[src/rtl/lkc_pkg.sv]
package lkc_pkg;

  // One outstanding bus cycle as tracked by the controller
  typedef struct packed {
    logic vld;   // slot holds a cycle
    logic lck;   // cycle belongs to a locked group
    logic fin;   // cycle is the final one of its group
  } slot_t;

  // Bus ownership state of the hold arbiter
  typedef enum logic [1:0] {
    ARB_OWN   = 2'd0,
    ARB_GRANT = 2'd1,
    ARB_EXT   = 2'd2
  } arb_st_t;

endpackage

[src/rtl/lkc_cycle_track.sv]
module lkc_cycle_track
  import lkc_pkg::*;
#(
  parameter int unsigned DEPTH = 2,
  localparam int unsigned CW = $clog2(DEPTH + 1)
) (
  input  logic          clk,
  input  logic          rst_n,
  input  logic          own_bus,
  input  logic          cyc_start,
  input  logic          cyc_locked,
  input  logic          cyc_final,
  input  logic          rdy_n,
  input  logic          pipe_en,
  output logic          start_acc,
  output logic          done,
  output logic          head_lck,
  output logic          head_fin,
  output logic          tail_lck,
  output logic          bus_idle
);

  slot_t          q_q  [DEPTH];
  slot_t          q_nx [DEPTH];
  logic [CW-1:0]  cnt_q;
  logic [CW-1:0]  cnt_nx;
  logic [CW-1:0]  cnt_rem;

  // Oldest cycle completes on a low ready sample
  assign done     = q_q[0].vld && !rdy_n;
  assign head_lck = q_q[0].lck;
  assign head_fin = q_q[0].fin;
  assign bus_idle = (cnt_q == '0);

  assign cnt_rem   = cnt_q - CW'(done);
  assign start_acc = cyc_start && own_bus && (cnt_rem < CW'(DEPTH))
                     && (pipe_en || (cnt_rem == '0));
  assign cnt_nx    = cnt_rem + CW'(start_acc);

  // Any locked cycle queued behind the head
  always_comb begin
    tail_lck = 1'b0;
    for (int i = 1; i < DEPTH; i++) begin
      tail_lck = tail_lck | (q_q[i].vld & q_q[i].lck);
    end
  end

  for (genvar gi = 0; gi < DEPTH; gi++) begin : g_slot
    slot_t shifted;
    if (gi + 1 < DEPTH) begin : g_mid
      assign shifted = done ? q_q[gi+1] : q_q[gi];
    end else begin : g_end
      assign shifted = done ? '0 : q_q[gi];
    end

    always_comb begin
      q_nx[gi] = shifted;
      if (start_acc && (cnt_rem == CW'(gi))) begin
        q_nx[gi].vld = 1'b1;
        q_nx[gi].lck = cyc_locked;
        q_nx[gi].fin = cyc_final;
      end
    end

    always_ff @(posedge clk or negedge rst_n) begin
      if (!rst_n) begin
        q_q[gi] <= '0;
      end else begin
        q_q[gi] <= q_nx[gi];
      end
    end
  end

  always_ff @(posedge clk or negedge rst_n) begin
    if (!rst_n) begin
      cnt_q <= '0;
    end else begin
      cnt_q <= cnt_nx;
    end
  end


  no_overflow_chk: assert property (@(posedge clk) disable iff (!rst_n)
    cnt_q <= CW'(DEPTH));

endmodule

[src/rtl/lkc_lock_ctl.sv]
module lkc_lock_ctl (
  input  logic clk,
  input  logic rst_n,
  input  logic set_i,
  input  logic done_i,
  input  logic head_lck,
  input  logic head_fin,
  input  logic tail_lck,
  output logic lock_act
);

  logic act_q;
  logic act_nx;
  logic clr;

  // Group ends on ready of its final cycle unless another locked cycle waits
  assign clr    = done_i && head_lck && head_fin && !tail_lck;
  assign act_nx = set_i | (act_q & ~clr);

  always_ff @(posedge clk or negedge rst_n) begin
    if (!rst_n) begin
      act_q <= 1'b0;
    end else begin
      act_q <= act_nx;
    end
  end

  assign lock_act = act_q;


  lock_set_chk: assert property (@(posedge clk) disable iff (!rst_n)
    set_i |=> lock_act);


  lock_drop_chk: assert property (@(posedge clk) disable iff (!rst_n)
    (!lock_act && $past(lock_act)) |-> $past(done_i && head_fin));


  lock_abut_chk: assert property (@(posedge clk) disable iff (!rst_n)
    (lock_act && set_i) |=> lock_act);

endmodule

[src/rtl/lkc_hold_arb.sv]
module lkc_hold_arb
  import lkc_pkg::*;
(
  input  logic clk,
  input  logic rst_n,
  input  logic hold_req,
  input  logic lock_act,
  input  logic bus_idle,
  input  logic cyc_start,
  output logic own_bus,
  output logic hlda
);

  arb_st_t st_q;
  arb_st_t st_nx;

  always_comb begin
    st_nx = st_q;
    case (st_q)
      ARB_OWN: begin
        if (hold_req && !lock_act && bus_idle && !cyc_start) begin
          st_nx = ARB_GRANT;
        end
      end
      ARB_GRANT: st_nx = ARB_EXT;
      ARB_EXT: begin
        if (!hold_req) begin
          st_nx = ARB_OWN;
        end
      end
      default: st_nx = ARB_OWN;
    endcase
  end

  always_ff @(posedge clk or negedge rst_n) begin
    if (!rst_n) begin
      st_q <= ARB_OWN;
    end else begin
      st_q <= st_nx;
    end
  end

  assign own_bus = (st_q == ARB_OWN);
  assign hlda    = (st_q == ARB_EXT);


  grant_when_free_chk: assert property (@(posedge clk) disable iff (!rst_n)
    $rose(st_q == ARB_GRANT) |-> $past(!lock_act && bus_idle));


  hlda_hold_chk: assert property (@(posedge clk) disable iff (!rst_n)
    (hlda && hold_req) |=> hlda);


  hlda_release_chk: assert property (@(posedge clk) disable iff (!rst_n)
    $fell(hlda) |-> $past(!hold_req));

endmodule

[src/rtl/locked_bus_ctl.sv]
module locked_bus_ctl #(
  parameter int unsigned NSRC  = 5,
  parameter int unsigned DEPTH = 2
) (
  input  logic            clk,
  input  logic            rst_n,
  input  logic            cyc_start,
  input  logic [NSRC-1:0] lock_cause,
  input  logic            lock_final,
  input  logic            rdy_n,
  input  logic            pipe_en,
  input  logic            hold_req,
  output logic            lock_n,
  output logic            hlda
);

  logic cyc_locked;
  logic start_acc;
  logic done;
  logic head_lck;
  logic head_fin;
  logic tail_lck;
  logic bus_idle;
  logic own_bus;
  logic lock_act;

  // Any cause source locks the starting cycle
  assign cyc_locked = |lock_cause;

  lkc_cycle_track #(.DEPTH(DEPTH)) u_track (
    .clk        (clk),
    .rst_n      (rst_n),
    .own_bus    (own_bus),
    .cyc_start  (cyc_start),
    .cyc_locked (cyc_locked),
    .cyc_final  (lock_final),
    .rdy_n      (rdy_n),
    .pipe_en    (pipe_en),
    .start_acc  (start_acc),
    .done       (done),
    .head_lck   (head_lck),
    .head_fin   (head_fin),
    .tail_lck   (tail_lck),
    .bus_idle   (bus_idle)
  );

  lkc_lock_ctl u_lock (
    .clk      (clk),
    .rst_n    (rst_n),
    .set_i    (start_acc && cyc_locked),
    .done_i   (done),
    .head_lck (head_lck),
    .head_fin (head_fin),
    .tail_lck (tail_lck),
    .lock_act (lock_act)
  );

  lkc_hold_arb u_arb (
    .clk       (clk),
    .rst_n     (rst_n),
    .hold_req  (hold_req),
    .lock_act  (lock_act),
    .bus_idle  (bus_idle),
    .cyc_start (cyc_start),
    .own_bus   (own_bus),
    .hlda      (hlda)
  );

  assign lock_n = ~lock_act;


  lock_vs_hlda_chk: assert property (@(posedge clk) disable iff (!rst_n)
    !(hlda && !lock_n));

endmodule

[config.mk]
export PLATFORM = sky130hd
export DESIGN_NAME = locked_bus_ctl
export DESIGN_NICKNAME = d
export VERILOG_FILES = /design/src/rtl/lkc_pkg.sv /design/src/rtl/lkc_cycle_track.sv /design/src/rtl/lkc_lock_ctl.sv /design/src/rtl/lkc_hold_arb.sv /design/src/rtl/locked_bus_ctl.sv
export SDC_FILE = /design/constraint.sdc
export NUM_CORES = 1
export LEC_CHECK = 0
export ABC_AREA = 1
export BUFFER_PORTS_ARGS = -buffer_cell sky130_fd_sc_hd__buf_2
export CELL_PAD_IN_SITES_DETAIL_PLACEMENT = 1
export CELL_PAD_IN_SITES_GLOBAL_PLACEMENT = 2
export CORE_ASPECT_RATIO = 1.2
export CORE_MARGIN = 5
export CORE_UTILIZATION = 31
export CTS_BUF_LIST = sky130_fd_sc_hd__clkbuf_4 sky130_fd_sc_hd__clkbuf_8
export DETAILED_ROUTE_END_ITERATION = 8
export GPL_TIMING_DRIVEN = 0
export HOLD_SLACK_MARGIN = 0.08
export PLACE_DENSITY_LB_ADDON = 0.3
export SYNTH_ARGS = -nofsm -noshare
export SYNTH_HDL_FRONTEND = slang
export SYNTH_HIERARCHICAL = 1
export SYNTH_SLANG_ARGS = --single-unit
[constraint.sdc]
create_clock -name clk -period 1.74 [get_ports clk]
set_input_delay 0.348 -clock clk [delete_from_list [all_inputs] [get_ports clk]]
set_output_delay 0.348 -clock clk [all_outputs]
set_load 0.005 [all_outputs]
==> reports/metrics.csv <==
stage;metric;value;unit
power_and_ir_drop;p_int;0.000644;W
floorplanning;rows;18;
finish;antenna_cells;0;
drt;first_pass_iters;4;
place;placedCellCount;135;
sta;skew;0.00170;ns
grt;grt_pass1_wl;2660;um
sta;finalSetupViolCount;0;
yosys;synth_top_cell_by_area;dfrtp_1;
setup_path;r2r-start;u_track/q_q[5];
yosys;synthesis.area;684;um^2
yosys;synth_seq_area_share;40.2;%
setup_path;worstSetupPathType;reg2reg;
sta;fmax;636;MHz
clock_network;h-tree-depth;1;
clock_network;root_buffer;clkbuf_4;
setup_path;end_kind;register;
sta;drv_slew;0;
drt;wl_met1;646;um
worst_hold_path;hp-class;in2reg;
drt;wire_per_inst;10.4;um
power_and_ir_drop;p_clk_share;17.6;%
power_and_ir_drop;power_switching;0.000464;W
sta;final_hold_viol_count;0;
clock_network;clk_latency;0.27;ns
drt;drcViolationCount;0;
grt;grt_usage;11.4;%
drt;vias_per_cell;4.23;
place;dp_hpwl;1180;um
drt;wirelength;1450;um
clock_network;path_clk_slew;0.07;ns
drt;antenna_left;0;
sta;min_period;1.57;ns
drt;vias;592;
setup_path;start_kind;register;
floorplanning;initial_utilization;32.7;%
grt;grt_max_degree;12;
drt;drtIter0Drc;7;
yosys;synth.area.top_cells;dfrtp_1, nand2_1, inv_1, nand3_1, ha_1;
floorplanning;dieArea;3250;um^2
yosys;avgSynthCellArea;7.44;um^2
power_and_ir_drop;comb_power_share;45.2;%
power_and_ir_drop;swShare;41.9;%
yosys;synth_cells;92;
clock_network;max-clock-path-buffers;2;
sta;fin_crit_sh;90.4;%
power_and_ir_drop;peakVddDrop;0.497;mV
finish;area_growth;23.8;%
finish;drive_above_1_share;28.2;%
floorplanning;ios;14;
setup_path;crit_fanout;5;
floorplanning;die_w;52.9;um
power_and_ir_drop;power_frac_seq;37.2;%
finish;final_area;847;um^2
setup_path;required;1.94;ns
drt;wl_met2;718;um
finish;nFillCells;277;
setup_path;critPathLaunch;u_track/q_q[5];
run;max_cap_violations;0;
setup_path;reg2reg_setup_slack;0.17;ns
clock_network;cts.sinks;11;
place;portBuffers;13;
power_and_ir_drop;powerDensity;1310;nW/um^2
yosys;synth_top_area_share;40.2;%
floorplanning;die_h;61.5;um
power_and_ir_drop;p_leak;0.512;nW
place;globalplace.congestion;0.681;
sta;slew_headroom;82.3;%
worst_hold_path;worstHoldStart;lock_final;
finish;stdcell_count;140;
place;place_area;787;um^2
sta;worst_slew_pin_slew;0.266;ns
clock_network;cts_buffers;3;
yosys;synth_nets;106;
clock_network;postCtsSetupRepairBufs;0;
floorplanning;core_area;2090;um^2
sta;rsz0062_at_grt;false;
outcome;status;finished, final reports clean;
grt;grt_overflow;0;
yosys;synth_warnings;6;
drt;maxUsedRoutingLayer;met4;
finish;finish.net_count;125;
yosys;yosys_register_bits;11;
yosys;yosysUniqueCellTypes;18;
grt;antenna_found_initial;0;
grt;grt_pass1_vias;642;
clock_network;cts_tree;yes;
setup_path;arrival;1.77;ns
drt;wl_met3;52;um
logic make-up after synthesis:
| logic type | share of synthesized area (%) |
|---|---|
| simple gates | 40.6 |
| xor+xnor | 1.28 |
| fa+ha+maj | 3.66 |
| compound gates | 1.46 |
| flops | 40.2 |
| buf+inv | 12.8 |
worst paths after layout:
kind / endpoint / depth (start not counted)
max: u_track/cnt_q[1] / 11
max reg2reg: u_track/cnt_q[1] / 11
min: u_track/q_q[0] / 3
max in group asynchronous: u_track/q_q[2] / 2
min reg2reg: u_lock/lock_act / 2
min in group asynchronous: u_track/cnt_q[1] / 2
critical path, stage by stage (launching register included):
cell,delay (ns)
dfrtp_1,0.35
inv_1,0.07
nor2_4,0.17
ha_4,0.17
inv_1,0.05
nand2_1,0.09
nand2_4,0.09
nor2_8,0.11
nand2_1,0.06
inv_1,0.07
ha_1,0.15
xor2_1,0.13
cell type report:
class / instances / area, um^2 / area share [%]
Clock buffer: 4 / 30.0 / 3.55
Tap cell: 30 / 37.5 / 4.43
Sequential cell: 11 / 275 / 32.5
Timing Repair Buffer: 14 / 75.1 / 8.86
Inverter: 23 / 87.6 / 10.3
Multi-Input combinational cell: 58 / 342 / 40.3
power groups by stage:
stage	sequential, W	clock [W]	combinational [W]
6_report	0.000412	0.000195	0.000501
5_1_grt	0.000427	0.000225	0.000582
4_1_cts	0.000414	0.000213	0.000487
3_5_place_dp	0.000420	0	0.000482
3_3_place_gp	0.000415	0	0.000472
2_1_floorplan	0.000404	0	0.000391
state kept, by name, summed over array words and instances, names as in the netlist:
register,cells
u_arb/st_q,2
u_lock/lock_act,1
u_track/cnt_q,2
u_track/head_fin,1
u_track/head_lck,1
u_track/q_q,4
metal layers:
metal  GRT usage (%)  up-vias
met4            9.85        0
met3            1.69        2
met2            19.0       13
met1            12.7      271
li1                -      306
met5               0        -
metrics by stage:
stage               TNS [ns]  hold WS (ns)  setup slack, ns  utilization (%)  power, W
floorplan                  0        0.0524            0.163                -  0.000795
global placement      -0.455         0.236           -0.159             37.6  0.000887
detailed placement    -0.565         0.240           -0.184             37.6  0.000902
CTS                        0         0.289           0.0209             39.6   0.00111
global route               0         0.300           0.0155             40.4   0.00123
finish                     0         0.301            0.167             40.4   0.00111
Yosys cell counts:
master / n
nor2_8: 1
xor2_1: 1
nor2_2: 2
or2_1: 1
inv_2: 2
nor2_1: 6
clkinv_2: 1
nand4_2: 1
ha_1: 2
nand2_2: 2
nand3_1: 6
dfrtp_1: 11
nand3_4: 1
o21ai_0: 2
nand4_1: 2
nand2_1: 29
nand2_4: 2
inv_1: 20
layout by cell type, fill, tap and decap left out, drive strengths merged:
cell	instances
nand2	33
inv	22
buf	13
dfrtp	11
nor2	9
nand3	7
clkbuf	4
nand4	3
o21ai	2
ha	2
dlygate4sd3	1
or2	1
xor2	1
clkinv	1
timing repair:
action | CTS | global route
hold endpoints to repair | 11 | 0
endpoints found under the setup margin | 2 | 3
hold buffers | 1 | 0
gates resized for setup | 1 | 3
No activity file was read; power rests on OpenSTA's default activity.
